==> src/rtl/mw_pkg.sv <==
package mw_pkg;
  typedef enum logic {
    ORD_BIG    = 1'b0,
    ORD_LITTLE = 1'b1
  } byte_order_e;

  typedef struct packed {
    logic        narrow;
    byte_order_e order;
  } mw_cfg_t;
endpackage

==> src/rtl/mw_cfg_latch.sv <==
module mw_cfg_latch
  import mw_pkg::*;
(
  input  logic    clk_i,
  input  logic    rst_ni,
  input  logic    narrow_i,
  input  logic    order_i,
  output mw_cfg_t cfg_o
);
  mw_cfg_t cfg_q;

  // captured on every edge while reset is held, frozen otherwise
  always_ff @(posedge clk_i) begin
    if (!rst_ni) begin
      cfg_q.narrow <= narrow_i;
      cfg_q.order  <= byte_order_e'(order_i);
    end
  end

  assign cfg_o = cfg_q;

  p_cfg_frozen_r1: assert property (@(posedge clk_i) disable iff (!rst_ni)
    $past(rst_ni) |-> $stable(cfg_q));
endmodule

==> src/rtl/mw_word_hold.sv <==
module mw_word_hold
  import mw_pkg::*;
#(
  parameter int WORD_W = 18
) (
  input  logic              clk_i,
  input  logic              rst_ni,
  input  mw_cfg_t           cfg_i,
  input  logic              word_valid_i,
  input  logic [WORD_W-1:0] word_i,
  input  logic              rd_en_i,
  output logic              fetch_o,
  output logic [WORD_W-1:0] hold_o,
  output logic              full_o,
  output logic              second_o
);
  logic [WORD_W-1:0] hold_q;
  logic              full_q, second_q;
  logic              take_piece, last_piece, load;

  assign take_piece = rd_en_i & full_q;
  assign last_piece = take_piece & (~cfg_i.narrow | second_q);
  assign fetch_o    = ~full_q | last_piece;
  assign load       = fetch_o & word_valid_i;

  always_ff @(posedge clk_i or negedge rst_ni) begin
    if (!rst_ni) begin
      hold_q   <= '0;
      full_q   <= 1'b0;
      second_q <= 1'b0;
    end else if (load) begin
      hold_q   <= word_i;
      full_q   <= 1'b1;
      second_q <= 1'b0;
    end else if (last_piece) begin
      full_q   <= 1'b0;
      second_q <= 1'b0;
    end else if (take_piece) begin
      second_q <= 1'b1;
    end
  end

  assign hold_o   = hold_q;
  assign full_o   = full_q;
  assign second_o = second_q;

  p_no_early_fetch_r4: assert property (@(posedge clk_i) disable iff (!rst_ni)
    (cfg_i.narrow && full_q && !second_q) |-> !fetch_o);

  p_wide_no_phase_r5: assert property (@(posedge clk_i) disable iff (!rst_ni)
    !cfg_i.narrow |-> !second_q);

  p_empty_read_ignored_r7: assert property (@(posedge clk_i) disable iff (!rst_ni)
    (!full_q && !word_valid_i) |=> !full_q);

  p_hold_idle_r10: assert property (@(posedge clk_i) disable iff (!rst_ni)
    (full_q && !rd_en_i) |=> (full_q && $stable(hold_q) && $stable(second_q)));

  p_load_first_half_r8: assert property (@(posedge clk_i) disable iff (!rst_ni)
    (word_valid_i && fetch_o) |=> (full_q && !second_q));
endmodule

==> src/rtl/mw_half_sel.sv <==
module mw_half_sel
  import mw_pkg::*;
#(
  parameter int WORD_W = 18
) (
  input  mw_cfg_t           cfg_i,
  input  logic [WORD_W-1:0] word_i,
  input  logic              second_i,
  output logic [WORD_W-1:0] data_o
);
  localparam int HALF_W = WORD_W / 2;

  logic [HALF_W-1:0] upper, lower, pick;
  logic              take_upper;

  assign upper = word_i[WORD_W-1:HALF_W];
  assign lower = word_i[HALF_W-1:0];

  // big-endian: upper first; little-endian: lower first
  assign take_upper = (cfg_i.order == ORD_BIG) ? ~second_i : second_i;
  assign pick       = take_upper ? upper : lower;

  always_comb begin
    if (cfg_i.narrow) data_o = {{(WORD_W-HALF_W){1'b0}}, pick};
    else              data_o = word_i;
  end
endmodule

==> src/rtl/word_byte_matcher.sv <==
module word_byte_matcher
  import mw_pkg::*;
#(
  parameter int WORD_W = 18
) (
  input  logic              clk_i,
  input  logic              rst_ni,
  input  logic              out_narrow_i,
  input  logic              endian_sel_i,
  input  logic              word_valid_i,
  input  logic [WORD_W-1:0] word_i,
  input  logic              rd_en_i,
  output logic              fetch_o,
  output logic [WORD_W-1:0] data_o,
  output logic              data_valid_o
);
  mw_cfg_t           cfg;
  logic [WORD_W-1:0] hold;
  logic              full, second;

  mw_cfg_latch u_cfg (
    .clk_i    (clk_i),
    .rst_ni   (rst_ni),
    .narrow_i (out_narrow_i),
    .order_i  (endian_sel_i),
    .cfg_o    (cfg)
  );

  mw_word_hold #(.WORD_W(WORD_W)) u_hold (
    .clk_i        (clk_i),
    .rst_ni       (rst_ni),
    .cfg_i        (cfg),
    .word_valid_i (word_valid_i),
    .word_i       (word_i),
    .rd_en_i      (rd_en_i),
    .fetch_o      (fetch_o),
    .hold_o       (hold),
    .full_o       (full),
    .second_o     (second)
  );

  mw_half_sel #(.WORD_W(WORD_W)) u_sel (
    .cfg_i    (cfg),
    .word_i   (hold),
    .second_i (second),
    .data_o   (data_o)
  );

  assign data_valid_o = full;

  p_out_stable_r10: assert property (@(posedge clk_i) disable iff (!rst_ni)
    (data_valid_o && !rd_en_i) |=> (data_valid_o && $stable(data_o)));

  p_narrow_upper_zero_r2: assert property (@(posedge clk_i) disable iff (!rst_ni)
    cfg.narrow |-> (data_o[WORD_W-1:WORD_W/2] == '0));
endmodule

==> config.mk <==
export PLATFORM = sky130hd
export DESIGN_NAME = word_byte_matcher
export DESIGN_NICKNAME = d
export VERILOG_FILES = /design/src/rtl/mw_pkg.sv /design/src/rtl/mw_cfg_latch.sv /design/src/rtl/mw_word_hold.sv /design/src/rtl/mw_half_sel.sv /design/src/rtl/word_byte_matcher.sv
export SDC_FILE = /design/constraint.sdc
export NUM_CORES = 1
export LEC_CHECK = 0
export CAP_MARGIN = 10
export CORE_ASPECT_RATIO = 1.75
export CORE_MARGIN = 3
export CORE_UTILIZATION = 45
export DETAILED_ROUTE_END_ITERATION = 10
export PLACE_DENSITY = 0.8
export SLEW_MARGIN = 10
export SYNTH_ARGS = -nofsm -noshare
export SYNTH_HDL_FRONTEND = slang
export SYNTH_SLANG_ARGS = --single-unit
==> constraint.sdc <==
create_clock -name clk_i -period 2.9 [get_ports clk_i]
set_input_delay 0.29 -clock clk_i [delete_from_list [all_inputs] [get_ports clk_i]]
set_output_delay 0.29 -clock clk_i [all_outputs]
set_load 0.01 [all_outputs]
# After elaboration in Yosys (flattened, before gate mapping)
# Cells that the tools add are included.
# totals
reg_bits	22
out_inout_bits	20
word_cells	23
inputBits	24
# classes
n_reduce_logical	2
bitwise_logic	8
muxes	8
# ops
cell	count
2-to-1 mux 18 bit	1
2-to-1 mux 9 bit	1
2-to-1 mux 1 bit	6
AND 1 bit	3
NOT 1 bit	3
nonzero test 3 bit	1
bitwise OR 1 bit	2
nonzero test 2 bit	1

# Logic depth before layout (Yosys ltp)
# Gate-level depths: netlist (run 1).
# logic_depth
word_depth	6
mapped_depth	4
ltp_nobuf	3

# Modules after synthesis
# A second synthesis (run 1) with hierarchy kept.
# hier_totals
cells_unflattened	73
hier_area_um2	1118.6
# by_module_without_submodules
mod	seq_area_each_um2	area_per_inst_um2	instances	cells_each
mw_word_hold	500.5	828.3	1	49
mw_half_sel	0.0	226.5	1	21
mw_cfg_latch	60.1	63.8	1	3

# Worst setup path before layout (run 1)
# No wires, ideal clock.
# synth_timing
kind	register to register
start	register u_cfg.cfg_q, in the netlist u_cfg.cfg_o[1]
end	register u_hold.hold_q[0] (netlist: u_hold.hold_o[0])
setup_slack_ns	1.496
setup_time_ns	0.125
path_buffers	1
path_stages_with_launch	5
required_ns	2.775
arrival_time_ns	1.279
period_less_slack_ns	1.404
path_cell_list	edfxtp_1 -> nor2b_2 -> o21ai_4 -> buf_12 -> mux2_4
# synth_between
elab_chain_len	5
# synth_rtl
item	line_no	source
start, declared	mw_cfg_latch.sv:10	mw_cfg_t cfg_q;
NOT 1 bit	mw_word_hold.sv:22	assign last_piece = take_piece & (~cfg_i.narrow | second_q);
bitwise OR 1 bit	mw_word_hold.sv:22	
AND 1 bit	mw_word_hold.sv:22	
bitwise OR 1 bit	mw_word_hold.sv:23	assign fetch_o = ~full_q | last_piece;
AND 1 bit	mw_word_hold.sv:24	assign load = fetch_o & word_valid_i;
end signal, assigned	mw_word_hold.sv:32	hold_q <= word_i;
end, declared	mw_word_hold.sv:17	logic [WORD_W-1:0] hold_q;
# No other way between the ends.
# A chain may end at the register's enable or synchronous reset.

# Final worst setup path (run 1)
# layout_timing
start	register u_cfg.cfg_q, in the netlist u_cfg.cfg_o[1]
end	output port data_o[2]
# layout_between
elab_chain_len	1
# layout_rtl
item	line_no	source
2-to-1 mux 18 bit	mw_half_sel.sv:24	if (cfg_i.narrow) data_o = {{(WORD_W-HALF_W){1'b0}}, pick};
end, declared	word_byte_matcher.sv:14	output logic [WORD_W-1:0] data_o,
# No other way between the ends.

==> flow_metrics.env, run 1 <==
export IMPL_port_buffers=43
export IMPL_min_period_over_period_pct=79.8
export IMPL_ys_types=17
export IMPL_ir_drop_uv=382
export IMPL_die_area_mm2=0.00302
export IMPL_die_w_um=42.9
export IMPL_core_area_mm2=0.00217
export IMPL_power_mw=0.969
export IMPL_drtIter0Drc=7
export IMPL_worstPathRequired_ns=2.61
export IMPL_synth_top_area_share_pct=46.7
export IMPL_drc=0
export IMPL_vias_per_cell=4.97
export IMPL_cts_root_buf="clkbuf_4"
export IMPL_nets=144
export IMPL_reg2regPathDepth=3
export IMPL_path_max_fanout=11
export IMPL_cts_htree_levels=1
export IMPL_start_kind="register"
export IMPL_clock_sinks=22
export IMPL_maxSlewViolCount=0
export IMPL_initial_core_util_pct=49.3
export IMPL_post_cts_buffers=0
export IMPL_setup_slack_ns=0.586
export IMPL_rsz0062_at_grt="no"
export IMPL_timing_rr_start="u_cfg.cfg_o[1]"
export IMPL_antenna_found_initial=0
export IMPL_cts_clk_slew_worst_paths_ns=0.11
export IMPL_hold_buffers=0
export IMPL_drive_gt1_share_pct=29.7
export IMPL_r2r_end="u_hold.hold_o[6]"
export IMPL_hold_slack_ns=0.331
export IMPL_hold_viol=0
export IMPL_synth_area_mm2=0.00107
export IMPL_fin_crit_ns=2.31
export IMPL_io_pins=44
export IMPL_die_h_um=70.5
export IMPL_setup_tns_ns=0
export IMPL_synth_edf_count=2
export IMPL_synth_seq_cells=22
export IMPL_tightest_slew_ns=0.722
export IMPL_wl_per_cell_um=16.0
export IMPL_post_cts_resized_instances=0
export IMPL_synth_largest_area_cell="dfrtp_1"
export IMPL_end_kind="output pin"
export IMPL_cts_buffer_depth=2
export IMPL_seq_area_frac_synth_pct=52.3
export IMPL_skew_ns=0.00194
export IMPL_maxCapViolCount=0
export IMPL_place_congestion=0.626
export IMPL_grt_pass1_vias=837
export IMPL_rows=22
export IMPL_antenna_left=0
export IMPL_slew_headroom_pct=51.7
export IMPL_diodes=0
export IMPL_outcome="finished clean"
export IMPL_async_flop_share_pct=90.9
export IMPL_syn_to_final_growth_pct=43.5
export IMPL_cts_tree="yes"
export IMPL_num_vias=706
export IMPL_synth_cells=73
export IMPL_grt_pass1_wl_um=3770
export IMPL_worst_r2r_setup_slack_ns=0.92
export IMPL_synth_main_ff_cell="dfrtp_1"
export IMPL_pre_cts_slack_ns=0.839
export IMPL_cellPowerDensity_mw_per_mm2=631
export IMPL_synth_most_common_cell="dfrtp_1"
export IMPL_p_leak_nw=0.641
export IMPL_syn_nets=97
export IMPL_min_delay_path_class="input port to asynchronous set/reset pin"
export IMPL_clk_latency_ns=0.29
export IMPL_worstPathArrival_ns=2.02
export IMPL_yosysWarnings=0
export IMPL_grt_max_degree=22
export IMPL_grt_util_all_layers_pct=16.7
export IMPL_dr_pass1_iters=4
export IMPL_setup_violations=0
export IMPL_wirelength_um=2270
export IMPL_crit_type="register to output pin"
export IMPL_maxClockFrequency_mhz=432
export IMPL_hpwl_um=1710
export IMPL_synthTopCellsByArea="dfrtp_1 (47%), mux2_2 (18%), mux2_4 (14%), edfxtp_1 (5.6%), nor2b_1 (5.3%)"
export IMPL_syn_avg_cell_area_um2=14.7
export IMPL_cts_buffers=3
export IMPL_globalRoute_totalOverflow=0
export IMPL_ys_top_cells_by_count="dfrtp_1 (20), mux2_2 (17), mux2_4 (10)"
-- stage by stage --
| stage | cell area, um2 | utilization, % | cells |
|---|---|---|---|
| after floorplan | 1070 | - | 73 |
| after global placement | 1510 | 69.6 | 139 |
| after detailed placement | 1510 | 69.6 | 139 |
| after CTS | 1540 | 70.7 | 142 |
| after global routing | 1540 | 70.7 | 142 |
| final | 1540 | 70.7 | 142 |
-- state kept, by name, summed over array words and instances (netlist names) --
| signal | flops |
|---|---|
| u_hold.hold_o | 18 |
| u_cfg.cfg_o | 2 |
| u_hold.full_o | 1 |
| u_hold.second_o | 1 |
-- per-layer routing --
layer	vias to the layer above	share of wire [%]	track usage [%]
li1	343	-	-
met1	339	39	19.6
met2	22	56	28.9
met3	2	3.7	3.05
met4	0	1.2	7.27
met5	-	0	0
-- placed cells by master (no fill, tap or decap), types with 2 or more instances in the layout --
cell / count
clkdlybuf4s50_1: 43
mux2_4: 10
nand2_1: 2
edfxtp_1: 2
inv_1: 2
dfrtp_1: 20
nor2b_1: 9
mux2_2: 17
clkbuf_4: 3
nand2b_1: 2
-- report_power, final --
group / total [mW] / internal [mW] / switching, mW
registers: 0.430 / 0.382 / 0.0485
clock network: 0.130 / 0.0483 / 0.0816
logic: 0.409 / 0.275 / 0.134
-- critical path: stages, from the launching register on --
cell	delay, ns
edfxtp_1	0.59
nand2_2	0.29
mux2_2	0.37
clkdlybuf4s50_1	0.48
-- area by class of cell --
class	instances	area [um2]
fillers	172	638
flip-flops and latches	22	561
multi-input cells	47	478
repair buffers	44	438
well taps	24	30.0
clock buffers	3	22.5
inverters	2	7.51
-- worst max path at each step --
stage	cells after the start	to	startpoint
after floorplan	4	u_hold.hold_o[0]	u_cfg.cfg_o[1]
after global placement	3	data_o[8]	u_cfg.cfg_o[1]
after detailed placement	4	u_hold.hold_o[6]	rd_en_i
after CTS	3	data_o[2]	u_cfg.cfg_o[1]
after global routing	3	data_o[5]	u_cfg.cfg_o[1]
final	3	data_o[2]	u_cfg.cfg_o[1]
-- cell families (layout without fill, tap and decap cells) --
| logic type | Yosys count | count (layout) | synth area share, % |
|---|---|---|---|
| AOI/OAI and AO/OA | 3 | 3 | 2.80 |
| muxes | 27 | 27 | 31.9 |
| DFF | 22 | 22 | 52.3 |
| xor gates and xnor gates | 1 | 1 | 0.818 |
| buffers and inverters | 4 | 49 | 3.04 |
| and+or+nand+nor | 16 | 16 | 9.11 |
No activity file was read; power rests on OpenSTA's default activity.
==> inputs of run 2 (changes only) <==
--- a/config.mk
+++ b/config.mk
@@ -8,9 +8,9 @@
 export CAP_MARGIN = 10
 export CORE_ASPECT_RATIO = 1.75
 export CORE_MARGIN = 3
-export CORE_UTILIZATION = 45
+export CORE_UTILIZATION = 42
 export DETAILED_ROUTE_END_ITERATION = 10
-export PLACE_DENSITY = 0.8
+export PLACE_DENSITY = 0.76
 export SLEW_MARGIN = 10
 export SYNTH_ARGS = -nofsm -noshare
 export SYNTH_HDL_FRONTEND = slang
==> constraint.sdc (replaced) <==
create_clock -name clk_i -period 2.23 [get_ports clk_i]
set_input_delay 0.223 -clock clk_i [delete_from_list [all_inputs] [get_ports clk_i]]
set_output_delay 0.223 -clock clk_i [all_outputs]
set_load 0.01 [all_outputs]
==> run 2 against run 1 <==
Wire length is 12% higher. Flip-flop and latch count stayed put. Clock skew is 0.0021 ns higher. Combinational power is 33% higher. Cell count is 2.8% higher. Critical endpoint is now data_o[3]. Largest cell class unchanged. Highest routed layer unchanged.
==> flow_metrics.env, run 2 (same netlist as run 1, synthesis figures left out) <==
export IMPL_start_kind="register"
export IMPL_min_delay_path_class="input port to asynchronous set/reset pin"
export IMPL_maxCapViolCount=0
export IMPL_largest_reg_flops=18
export IMPL_maxSlewViolCount=0
export IMPL_fin_area_mm2=0.00158
export IMPL_tightest_slew_ns=0.300
export IMPL_hold_viol=0
export IMPL_cts_clk_slew_worst_paths_ns=0.08
export IMPL_cts_htree_levels=1
export IMPL_initial_core_util_pct=45.4
export IMPL_p_leak_nw=0.661
export IMPL_num_vias=748
export IMPL_crit_chain="xnor2_1 > nand2_2 > mux2_2 > clkdlybuf4s50_1"
export IMPL_cts_buffers=3
export IMPL_path_max_fanout=9
export IMPL_cellPowerDensity_mw_per_mm2=860
export IMPL_vias_per_cell=5.12
export IMPL_slowest_stage="clkdlybuf4s50_1"
export IMPL_cts_buffer_depth=2
export IMPL_nets=146
export IMPL_hold_slack_ns=0.381
export IMPL_drtIter0Drc=6
export IMPL_worstPathRequired_ns=2.01
export IMPL_drive_gt1_share_pct=30.6
export IMPL_timing_rr_start="u_cfg.cfg_o[1]"
export IMPL_end_kind="output pin"
export IMPL_layoutNonFillerInstCount=146
export IMPL_rsz0062_at_grt="no"
export IMPL_mostFrequentLayoutCells="clkdlybuf4s50_1 (43), dfrtp_1 (20), mux2_2 (17), mux2_4 (10), nor2b_1 (9)"
export IMPL_nFillCells=194
export IMPL_path_buf_inv=1
export IMPL_dpl_cell_area_mm2=0.00153
export IMPL_slew_headroom_pct=80.0
export IMPL_clock_sinks=22
export IMPL_dr_pass1_iters=3
export IMPL_clk_latency_ns=0.26
export IMPL_rows=23
export IMPL_die_area_mm2=0.00322
export IMPL_crit_type="register to output pin"
export IMPL_wirelength_um=2530
export IMPL_setup_tns_ns=0
export IMPL_min_period_over_period_pct=96.0
export IMPL_hold_buffers=0
export IMPL_fin_crit_ns=2.14
export IMPL_antenna_found_initial=0
export IMPL_final_common_cell="clkdlybuf4s50_1"
export IMPL_die_w_um=44.2
export IMPL_placed_cells=142
export IMPL_slowest_delay_ns=0.48
export IMPL_place_congestion=0.704
export IMPL_r2r_end="u_hold.hold_o[7]"
export IMPL_io_pins=44
export IMPL_reg2regPathDepth=4
export IMPL_grt_pass1_wl_um=4080
export IMPL_die_h_um=72.8
export IMPL_maxClockFrequency_mhz=467
export IMPL_post_cts_buffers=0
export IMPL_cts_root_buf="clkbuf_8"
export IMPL_worst_r2r_setup_slack_ns=0.52
export IMPL_port_buffers=43
export IMPL_outcome="finished clean"
export IMPL_grt_pass1_vias=827
export IMPL_globalRoute_totalOverflow=0
export IMPL_crit_family="buffers and inverters"
export IMPL_hpwl_um=1960
export IMPL_worstPathArrival_ns=1.92
export IMPL_cts_tree="yes"
export IMPL_drc=0
export IMPL_antenna_left=0
export IMPL_syn_to_final_growth_pct=47.1
export IMPL_grt_util_all_layers_pct=17.5
export IMPL_core_area_mm2=0.00236
export IMPL_setup_violations=0
export IMPL_post_cts_resized_instances=0
export IMPL_diodes=0
export IMPL_ir_drop_uv=469
export IMPL_wl_per_cell_um=17.3
export IMPL_grt_max_degree=21
export IMPL_skew_ns=0.00400
-- run 2: cell types whose count changed in the layout (fill, tap and decap cells not counted) --
cell,delta
clkbuf_4,-3
clkinv_1,+1
clkbuf_8,+3
buf_4,+2
-- run 2: through the flow --
| step | total power [mW] | worst slack (ns) | util (%) |
|---|---|---|---|
| finish | 1.35 | 0.0895 | 66.8 |
| global route | 1.43 | 0.0258 | 66.8 |
| CTS | 1.37 | 0.0772 | 66.8 |
| detailed placement | 1.12 | 0.369 | 64.8 |
| global placement | 1.10 | 0.403 | 64.8 |
| floorplan | 0.847 | 0.826 | - |
-- run 2: worst max-delay path by stage --
stage | start | depth (start not counted) | to | slack (ns)
after floorplan | u_cfg.cfg_o[1] | 4 | u_hold.hold_o[0] | 0.83
after global placement | u_hold.second_o | 4 | data_o[5] | 0.40
after detailed placement | u_cfg.cfg_o[1] | 3 | data_o[3] | 0.37
after CTS | u_hold.second_o | 4 | data_o[3] | 0.08
after global routing | u_hold.second_o | 4 | data_o[3] | 0.03
final | u_hold.second_o | 4 | data_o[3] | 0.09
-- run 2: final cells by class --
| class | count | area, um2 | area share [%] |
|---|---|---|---|
| clock inverters | 1 | 3.75 | 0.238 |
| repair buffers | 46 | 453 | 28.8 |
| inverters | 2 | 7.51 | 0.477 |
| clock buffers | 3 | 41.3 | 2.62 |
| well taps | 25 | 31.3 | 1.99 |
| multi-input cells | 47 | 478 | 30.3 |
| flip-flops and latches | 22 | 561 | 35.6 |
-- run 2: power breakdown --
part	total, mW	internal [mW]	switching, mW
clock	0.248	0.123	0.125
combinational	0.544	0.362	0.182
sequential	0.562	0.497	0.0651
total	1.35	0.981	0.373
-- run 2: metal layers --
metal / part of all wire (%) / up-vias / track usage [%]
met5: 0 / - / 0
met4: 1.3 / 0 / 7.05
met3: 5.0 / 4 / 3.21
met2: 57 / 22 / 31.0
met1: 36 / 375 / 19.9
li1: - / 347 / -
==> inputs of run 3 (changes only) <==
--- a/config.mk
+++ b/config.mk
@@ -10,7 +10,7 @@
 export CORE_MARGIN = 3
 export CORE_UTILIZATION = 42
 export DETAILED_ROUTE_END_ITERATION = 10
-export PLACE_DENSITY = 0.76
+export PLACE_DENSITY = 0.79
 export SLEW_MARGIN = 10
 export SYNTH_ARGS = -nofsm -noshare
 export SYNTH_HDL_FRONTEND = slang
==> run 3 against run 2 <==
Die area is the same. Register-to-register slack improved by 0.03 ns. Total power shrank 1.5%. Largest cell class unchanged.
==> flow_metrics.env, run 3 (same netlist as run 1, synthesis figures left out) <==
export IMPL_slew_headroom_pct=80.2
export IMPL_tightest_slew_ns=0.296
export IMPL_post_cts_resized_instances=0
export IMPL_rows=23
export IMPL_maxClockFrequency_mhz=478
export IMPL_cts_tree="yes"
export IMPL_fin_crit_ns=2.09
export IMPL_num_vias=733
export IMPL_start_kind="register"
export IMPL_dr_pass1_iters=3
export IMPL_drtIter0Drc=12
export IMPL_skew_ns=0.00150
export IMPL_vias_per_cell=5.06
export IMPL_cellPowerDensity_mw_per_mm2=849
export IMPL_cts_htree_levels=1
export IMPL_die_h_um=72.8
export IMPL_die_area_mm2=0.00322
export IMPL_placed_cells=142
export IMPL_place_congestion=0.732
export IMPL_wirelength_um=2260
export IMPL_min_delay_path_class="input port to asynchronous set/reset pin"
export IMPL_fin_util_pct=66.6
export IMPL_mostFrequentLayoutCells="clkdlybuf4s50_1 (43), dfrtp_1 (20), mux2_2 (17), mux2_4 (10), nor2b_1 (9)"
export IMPL_cts_buffers=3
export IMPL_nFillCells=189
export IMPL_post_cts_buffers=0
export IMPL_die_w_um=44.2
export IMPL_worstPathRequired_ns=2.01
export IMPL_end_kind="output pin"
export IMPL_clock_sinks=22
export IMPL_hold_buffers=0
export IMPL_core_area_mm2=0.00236
export IMPL_rsz0062_at_grt="no"
export IMPL_diodes=0
export IMPL_globalRoute_totalOverflow=0
export IMPL_setup_tns_ns=0
export IMPL_maxSlewViolCount=0
export IMPL_ir_drop_uv=532
export IMPL_final_common_cell="clkdlybuf4s50_1"
export IMPL_pre_cts_slack_ns=0.369
export IMPL_drive_gt1_share_pct=30.8
export IMPL_outcome="finished clean"
export IMPL_worstPathArrival_ns=1.87
export IMPL_cts_clk_slew_worst_paths_ns=0.07
export IMPL_grt_pass1_wl_um=3800
export IMPL_antenna_left=0
export IMPL_cts_buffer_depth=2
export IMPL_wl_per_cell_um=15.6
export IMPL_clk_latency_ns=0.26
export IMPL_min_period_over_period_pct=93.8
export IMPL_io_pins=44
export IMPL_setup_violations=0
export IMPL_dpl_cell_area_mm2=0.00153
export IMPL_power_mw=1.33
export IMPL_layoutNonFillerInstCount=145
export IMPL_grt_util_all_layers_pct=16.1
export IMPL_grt_max_degree=21
export IMPL_nets=146
export IMPL_drc=0
export IMPL_setup_slack_ns=0.137
export IMPL_maxCapViolCount=0
export IMPL_hpwl_um=1760
export IMPL_cts_root_buf="clkbuf_8"
export IMPL_crit_type="register to output pin"
export IMPL_initial_core_util_pct=45.4
export IMPL_largest_reg_flops=18
export IMPL_path_max_fanout=9
export IMPL_fin_area_mm2=0.00157
export IMPL_hold_viol=0
export IMPL_hold_slack_ns=0.365
export IMPL_grt_pass1_vias=841
export IMPL_antenna_found_initial=0
export IMPL_p_leak_nw=0.659
export IMPL_syn_to_final_growth_pct=46.7
export IMPL_port_buffers=43
run 3: worst paths after layout:
kind,from,to,slack (ns),cells past startpoint
hold / removal,rst_ni,u_hold.hold_o[5],0.36,2
setup reg to reg,u_cfg.cfg_o[1],u_hold.hold_o[7],0.55,4
hold reg to reg,u_hold.hold_o[3],u_hold.hold_o[3],0.51,1
max in group asynchronous,rst_ni,u_hold.hold_o[7],1.66,2
min in group clk_i,u_hold.hold_o[3],u_hold.hold_o[3],0.51,1
setup / recovery,u_cfg.cfg_o[1],data_o[6],0.14,3
run 3: cell type report:
cell class	count	area [um2]	area share, %
Clock buffer	3	41.3	2.63
Inverter	2	7.51	0.478
Multi-Input combinational cell	47	478	30.4
Sequential cell	22	561	35.7
Tap cell	25	31.3	1.99
Timing Repair Buffer	46	453	28.8
run 3: critical path: stages (launching register included):
cell and delay (ns):
edfxtp_1 0.51, nand2_2 0.25, mux2_2 0.37, clkdlybuf4s50_1 0.48
run 3: power by group:
group	switching (mW)	internal, mW
combinational	0.179	0.362
clock	0.118	0.120
sequential	0.0571	0.497
run 3: per-layer routing:
metal  up-vias  global-route usage (%)  part of all wire (%)
li1        346                       -                     -
met1       360                    19.3                    38
met2        22                    26.9                    56
met3         5                    2.47                   4.2
met4         0                    8.72                   2.3
met5         -                       0                     0
